File: src/rtl/ep_cfg_pkg.sv
package ep_cfg_pkg;
  localparam int unsigned HDR_EP_MAX  = 3;
  localparam int unsigned HDR_CFG_MAX = 1;

  typedef struct packed {
    logic [3:0] ep;
    logic [1:0] cfg;
    logic [1:0] intf;
  } ep_hdr_t;
endpackage

File: src/rtl/ep_cfg_hdr_check.sv
module ep_cfg_hdr_check
  import ep_cfg_pkg::*;
(
  input  logic [7:0] byte_i,
  output ep_hdr_t    hdr_o,
  output logic       bad_o
);
  always_comb begin
    hdr_o = ep_hdr_t'(byte_i);
    bad_o = (32'(hdr_o.ep) > HDR_EP_MAX) || (32'(hdr_o.cfg) > HDR_CFG_MAX);
  end
endmodule

File: src/rtl/ep_cfg_wr_ptr.sv
module ep_cfg_wr_ptr #(
  parameter  int N_EP      = 10,
  parameter  int REC_BYTES = 5,
  localparam int RW        = $clog2(N_EP),
  localparam int BW        = $clog2(REC_BYTES)
) (
  input  logic          clk_i,
  input  logic          rst_ni,
  input  logic          wr_en_i,
  input  logic          cfg_done_i,
  input  logic          hdr_bad_i,
  output logic          wr_acc_o,
  output logic [RW-1:0] rec_idx_o,
  output logic [BW-1:0] byte_idx_o,
  output logic          loaded_o,
  output logic          locked_o,
  output logic          err_o
);
  logic [RW-1:0] rec_q;
  logic [BW-1:0] byte_q;
  logic          loaded_q, locked_q, err_q;
  logic          last_byte, last_rec, err_set;

  assign wr_acc_o  = wr_en_i && !locked_q;
  assign last_byte = (byte_q == BW'(REC_BYTES - 1));
  assign last_rec  = (rec_q == RW'(N_EP - 1));
  assign err_set   = (wr_en_i && locked_q) || (wr_acc_o && (byte_q == '0) && hdr_bad_i);

  always_ff @(posedge clk_i or negedge rst_ni) begin
    if (!rst_ni) begin
      rec_q    <= '0;
      byte_q   <= '0;
      loaded_q <= 1'b0;
      locked_q <= 1'b0;
      err_q    <= 1'b0;
    end else begin
      if (wr_acc_o) begin
        if (last_byte) begin
          byte_q <= '0;
          if (last_rec) begin
            loaded_q <= 1'b1;
            locked_q <= 1'b1;
          end else begin
            rec_q <= rec_q + RW'(1);
          end
        end else begin
          byte_q <= byte_q + BW'(1);
        end
      end
      if (cfg_done_i) locked_q <= 1'b1;
      if (err_set)    err_q    <= 1'b1;
    end
  end

  assign rec_idx_o  = rec_q;
  assign byte_idx_o = byte_q;
  assign loaded_o   = loaded_q;
  assign locked_o   = locked_q;
  assign err_o      = err_q;

  AST_PTR_RANGE: assert property (@(posedge clk_i) disable iff (!rst_ni)
    (32'(byte_q) < REC_BYTES) && (32'(rec_q) < N_EP));
  AST_NO_ADV_LOCKED: assert property (@(posedge clk_i) disable iff (!rst_ni)
    locked_q |=> ($stable(rec_q) && $stable(byte_q)));
endmodule

File: src/rtl/ep_cfg_rec_store.sv
module ep_cfg_rec_store #(
  parameter  int N_EP      = 10,
  parameter  int REC_BYTES = 5,
  parameter  int DW        = 8,
  localparam int RW        = $clog2(N_EP),
  localparam int BW        = $clog2(REC_BYTES),
  localparam int RAW_W     = (REC_BYTES - 1) * DW
) (
  input  logic             clk_i,
  input  logic             rst_ni,
  input  logic             wr_acc_i,
  input  logic [RW-1:0]    rec_idx_i,
  input  logic [BW-1:0]    byte_idx_i,
  input  logic [DW-1:0]    wr_data_i,
  input  logic [RW-1:0]    lkp_idx_i,
  output logic             lkp_valid_o,
  output logic [DW-1:0]    lkp_hdr_o,
  output logic [RAW_W-1:0] lkp_raw_o
);
  logic [DW-1:0] mem_q [N_EP][REC_BYTES];
  logic          vld_q [N_EP];
  logic          in_range;
  logic [RW-1:0] sel;

  for (genvar r = 0; r < N_EP; r++) begin : g_rec
    logic hit_rec;
    assign hit_rec = wr_acc_i && (rec_idx_i == RW'(r));

    for (genvar b = 0; b < REC_BYTES; b++) begin : g_byte
      always_ff @(posedge clk_i or negedge rst_ni) begin
        if (!rst_ni)                                 mem_q[r][b] <= '0;
        else if (hit_rec && byte_idx_i == BW'(b))   mem_q[r][b] <= wr_data_i;
      end
    end

    always_ff @(posedge clk_i or negedge rst_ni) begin
      if (!rst_ni)                                            vld_q[r] <= 1'b0;
      else if (hit_rec && byte_idx_i == BW'(REC_BYTES - 1))   vld_q[r] <= 1'b1;
    end

    AST_VALID_HOLD: assert property (@(posedge clk_i) disable iff (!rst_ni)
      vld_q[r] |=> vld_q[r]);
  end

  assign in_range = (32'(lkp_idx_i) < N_EP);
  assign sel      = in_range ? lkp_idx_i : '0;

  assign lkp_valid_o = in_range && vld_q[sel];
  assign lkp_hdr_o   = mem_q[sel][0];

  for (genvar b = 1; b < REC_BYTES; b++) begin : g_raw
    assign lkp_raw_o[(b-1)*DW +: DW] = mem_q[sel][b];
  end
endmodule

File: src/rtl/ep_cfg_loader.sv
module ep_cfg_loader
  import ep_cfg_pkg::*;
#(
  parameter  int N_EP      = 10,
  parameter  int REC_BYTES = 5,
  parameter  int DW        = 8,
  localparam int RW        = $clog2(N_EP),
  localparam int BW        = $clog2(REC_BYTES),
  localparam int RAW_W     = (REC_BYTES - 1) * DW
) (
  input  logic             clk_i,
  input  logic             rst_ni,
  input  logic             wr_en_i,
  input  logic [DW-1:0]    wr_data_i,
  input  logic             cfg_done_i,
  input  logic [RW-1:0]    lkp_idx_i,
  output logic             lkp_valid_o,
  output logic [3:0]       lkp_ep_num_o,
  output logic [1:0]       lkp_cfg_num_o,
  output logic [1:0]       lkp_if_num_o,
  output logic [RAW_W-1:0] lkp_raw_o,
  output logic             loaded_o,
  output logic             locked_o,
  output logic             err_o
);
  ep_hdr_t       wr_hdr, lkp_hdr;
  logic          wr_bad;
  logic          wr_acc;
  logic [RW-1:0] rec_idx;
  logic [BW-1:0] byte_idx;
  logic [DW-1:0] lkp_hdr_byte;

  ep_cfg_hdr_check u_chk (
    .byte_i (wr_data_i[7:0]),
    .hdr_o  (wr_hdr),
    .bad_o  (wr_bad)
  );

  ep_cfg_wr_ptr #(.N_EP(N_EP), .REC_BYTES(REC_BYTES)) u_ptr (
    .clk_i      (clk_i),
    .rst_ni     (rst_ni),
    .wr_en_i    (wr_en_i),
    .cfg_done_i (cfg_done_i),
    .hdr_bad_i  (wr_bad),
    .wr_acc_o   (wr_acc),
    .rec_idx_o  (rec_idx),
    .byte_idx_o (byte_idx),
    .loaded_o   (loaded_o),
    .locked_o   (locked_o),
    .err_o      (err_o)
  );

  ep_cfg_rec_store #(.N_EP(N_EP), .REC_BYTES(REC_BYTES), .DW(DW)) u_store (
    .clk_i       (clk_i),
    .rst_ni      (rst_ni),
    .wr_acc_i    (wr_acc),
    .rec_idx_i   (rec_idx),
    .byte_idx_i  (byte_idx),
    .wr_data_i   (wr_data_i),
    .lkp_idx_i   (lkp_idx_i),
    .lkp_valid_o (lkp_valid_o),
    .lkp_hdr_o   (lkp_hdr_byte),
    .lkp_raw_o   (lkp_raw_o)
  );

  assign lkp_hdr       = ep_hdr_t'(lkp_hdr_byte[7:0]);
  assign lkp_ep_num_o  = lkp_hdr.ep;
  assign lkp_cfg_num_o = lkp_hdr.cfg;
  assign lkp_if_num_o  = lkp_hdr.intf;

  AST_LOCK_WRITE_ERR: assert property (@(posedge clk_i) disable iff (!rst_ni)
    (wr_en_i && locked_o) |=> err_o);
  AST_LOADED_LOCKS: assert property (@(posedge clk_i) disable iff (!rst_ni)
    loaded_o |-> locked_o);
  AST_ERR_STICKY: assert property (@(posedge clk_i) disable iff (!rst_ni)
    err_o |=> err_o);
  AST_DONE_LOCKS: assert property (@(posedge clk_i) disable iff (!rst_ni)
    cfg_done_i |=> locked_o);
  AST_LKP_RANGE: assert property (@(posedge clk_i) disable iff (!rst_ni)
    (32'(lkp_idx_i) >= N_EP) |-> !lkp_valid_o);
endmodule

File: config.mk
export PLATFORM = sky130hd
export DESIGN_NAME = ep_cfg_loader
export DESIGN_NICKNAME = d
export VERILOG_FILES = /design/src/rtl/ep_cfg_pkg.sv /design/src/rtl/ep_cfg_hdr_check.sv /design/src/rtl/ep_cfg_wr_ptr.sv /design/src/rtl/ep_cfg_rec_store.sv /design/src/rtl/ep_cfg_loader.sv
export SDC_FILE = /design/constraint.sdc
export NUM_CORES = 1
export LEC_CHECK = 0
export BUFFER_PORTS_ARGS = -buffer_cell sky130_fd_sc_hd__clkbuf_2
export CAP_MARGIN = 20
export CORE_ASPECT_RATIO = 0.8
export CORE_MARGIN = 2
export CORE_UTILIZATION = 57
export CTS_CLUSTER_SIZE = 28
export DETAILED_ROUTE_END_ITERATION = 12
export GPL_ROUTABILITY_DRIVEN = 1
export PLACE_DENSITY = 0.77
export SLEW_MARGIN = 20
export SYNTH_ARGS = -nofsm -noshare
export SYNTH_HDL_FRONTEND = slang
export SYNTH_SLANG_ARGS = --single-unit
export TNS_END_PERCENT = 5
File: constraint.sdc
create_clock -name clk_i -period 2.1 [get_ports clk_i]
set_clock_uncertainty 0.1 [all_clocks]
set_input_delay 0.105 -clock clk_i [delete_from_list [all_inputs] [get_ports clk_i]]
set_output_delay 0.105 -clock clk_i [all_outputs]
set_load 0.01 [all_outputs]
==> results.json <==
{
  "slowest_stage": "o32a_1",
  "rr_startpoint": "u_ptr.byte_idx_o[1]",
  "place_ws_ps": -158.3,
  "finalWorstSetupSlack_ps": -103.9,
  "leakage_nw": 11.77,
  "io_buffers": 59,
  "nets": 1712,
  "pin_count": 60,
  "avgSynthCellArea_sq_um": 12.78,
  "min_path_type": "in -> reg",
  "die_w_microns": 213.8,
  "first_pass_iters": 5,
  "cp_cell_sequence": "nor2b_4 > a211oi_1 > o32a_1 > o22ai_2 > buf_6 > buf_6",
  "critPathLaunch": "u_store.mem_q[292]",
  "endpoint_kind": "output pin",
  "grt_pass1_vias": 14590,
  "worstMarginPinSlew_ps": 770.3,
  "wl_mm": 54.85,
  "worst-path-buf-inv": 2,
  "grtUsageTotal_pct": 30.80,
  "cp_max_fo": 2,
  "worst_hold_slack_ps": 44.99,
  "grt_max_degree": 83,
  "n_fill_cell": 2447,
  "cp_common_cell": "buf_6",
  "maxSlewViolCount": 0,
  "final_cell_mix": "dfrtp_1 (420), mux2_2 (397), mux2i_1 (120)",
  "tns_ps": -3494,
  "ys_warn_count": 0,
  "start_kind": "flip-flop",
  "cp_top_family": "compound AO/OA/AOI/OAI gates",
  "cts_buffers": 42,
  "drc": 0,
  "final_layout_size_suffix_gt1_share_pct": 45.29,
  "clk_latency_ps": 570,
  "path_clk_slew_ps": 70,
  "synth_cell_types": 41,
  "synth_cells": 1570,
  "syn_area_sq_um": 20070,
  "cts_max_level": 2,
  "wl_per_cell_microns": 25.01,
  "post-dp-hpwl_mm": 34.28,
  "ys_seq_area_share_pct": 52.38,
  "crit_path_max_incr_delay_ps": 400,
  "drtAntennaViolNets": 0,
  "cts_max_path_buffers": 3,
  "fmax_ghz": 0.4538,
  "start_util_pct": 57.78,
  "grt_pass1_wl_mm": 85.01,
  "finalInstanceArea_sq_um": 23990,
  "layout_commonest_cell": "dfrtp_1",
  "hold_start": "wr_data_i[7]",
  "failed_checks": "negative setup slack",
  "synth_edf_count": 0,
  "overflow": 0,
  "drt-initial-drc-count": 1221,
  "fin_crit_ps": 2204,
  "rsz0062_at_grt": "yes",
  "arrival_ps": 2000,
  "dieArea_sq_um": 36730,
  "rows": 61,
  "power_density_nw_per_um2": 745.3,
  "grt_antenna_before_repair": 2,
  "cts_root_buf": "clkbuf_16",
  "placed_area_sq_um": 22010,
  "worstPathRequired_ps": 1890,
  "synthArstFlopShare_pct": 100.0,
  "ir_drop_mv": 0.7258,
  "maxCapViolations": 0,
  "cts_tree": "built",
  "syn_to_final_growth_pct": 19.57,
  "setup_viol": 115,
  "finalHoldViolations": 0,
  "total_power_mw": 17.88,
  "die_y_microns": 171.8,
  "cts.sinks": 420,
  "syn_nets": 1595,
  "viasPerCell": 6.326,
  "core-area_sq_um": 34730,
  "vias": 13870,
  "ys.flop_type": "dfrtp_1",
  "finalCritPeriodShare_pct": 104.9,
  "slew_headroom_pct": 48.59,
  "gp_congestion": 0.9038,
  "critical_path_class": "reg -> out",
  "outcome": "finished, violations left",
  "ys_seq_elements": 420
}
-- metrics by stage --
stage / instances / util [%]
after floorplan: 1570 / -
after global placement: 2110 / 63.37
after detailed placement: 2110 / 63.37
after CTS: 2192 / 68.60
after global routing: 2192 / 69.08
final: 2193 / 69.09
-- state kept, by name, indices dropped and copies added, names as in the netlist --
signal and flops:
u_store.mem_q 400, u_store.vld_q 10, u_ptr.rec_idx_o 4, u_ptr.byte_idx_o 3
u_ptr.err_o 1, u_ptr.loaded_o 1, u_ptr.locked_o 1
-- area by class of cell --
cell class / count / area [sq um] / share of cell area, %
flip-flops and latches: 420 / 10510 / 43.80
multi-input cells: 1019 / 9392 / 39.14
repair buffers: 198 / 1943 / 8.099
clock buffers: 65 / 1341 / 5.590
well taps: 472 / 590.6 / 2.461
clock inverters: 12 / 188.9 / 0.7874
inverters: 6 / 25.02 / 0.1043
diodes: 1 / 2.502 / 0.01043
-- worst register-to-register path, delay by kind of cell (launching register included) --
kind	cells	cell delay [ps]
muxes	1	320
buffers and inverters	1	160
adders and majority gates	2	360
and+or+nand+nor	3	720
DFF	1	390
-- what timing repair did --
action                                  in CTS  in global routing
hold buffers                                 4                  0
pin swaps                                   11                  8
buffers inserted                             1                  1
hold endpoints to repair                   423                  0
endpoints found under the setup margin     237                341
gates resized for setup                     49                 55
-- per-layer routing --
layer  track usage (%)  vias up  wire, microns
met5                 0        -              0
met4             8.333        0           1058
met3             7.230       81           4219
met2             47.33      514          25000
met1             44.08     7314          24570
li1                  -     5963              -
-- report_power, final --
| group | leakage, nW | internal [mW] | switching (mW) |
|---|---|---|---|
| Clock | 0.761 | 5.01 | 3.21 |
| Combinational | 5.17 | 0.524 | 0.975 |
| Sequential | 5.84 | 8.13 | 0.0319 |
| Total | 11.8 | 13.7 | 4.22 |
-- cell families (layout without fill, tap and decap cells) --
kind of cell / Yosys count / after routing / share of synthesized area, %
mux: 524 / 524 / 28.65
flops: 420 / 420 / 52.38
simple gates: 272 / 272 / 7.813
compound gates: 211 / 211 / 7.832
buf+inv: 131 / 281 / 2.638
fa+ha+maj: 9 / 9 / 0.5612
xor+xnor: 3 / 3 / 0.1310
other cells: 0 / 1 / 0
-- final timing paths --
check | to | slack (ps) | depth (start not counted)
setup / recovery | lkp_raw_o[20] | -100 | 6
hold / removal | u_ptr.err_o | 40 | 6
setup reg to reg | u_store.mem_q[328] | -70 | 7
hold reg to reg | u_store.vld_q[3] | 380 | 1
max in group asynchronous | u_store.mem_q[60] | 1330 | 3
min in group asynchronous | u_store.mem_q[251] | 130 | 3
-- cell usage after synthesis (all sizes together), types with 35 or more instances --
| cell type | instances | area (sq um) |
|---|---|---|
| clkbuf | 97 | 364.1 |
| dfrtp | 420 | 10510 |
| nor2b | 124 | 775.7 |
| a22oi | 40 | 300.3 |
| nand2 | 66 | 247.7 |
| o22ai | 41 | 256.5 |
| o32a | 40 | 400.4 |
| a31oi | 41 | 256.5 |
| nor2 | 35 | 206.5 |
| mux2 | 402 | 4527 |
| mux2i | 122 | 1221 |
| a211oi | 40 | 300.3 |
Power figures use the tool's default switching activity.
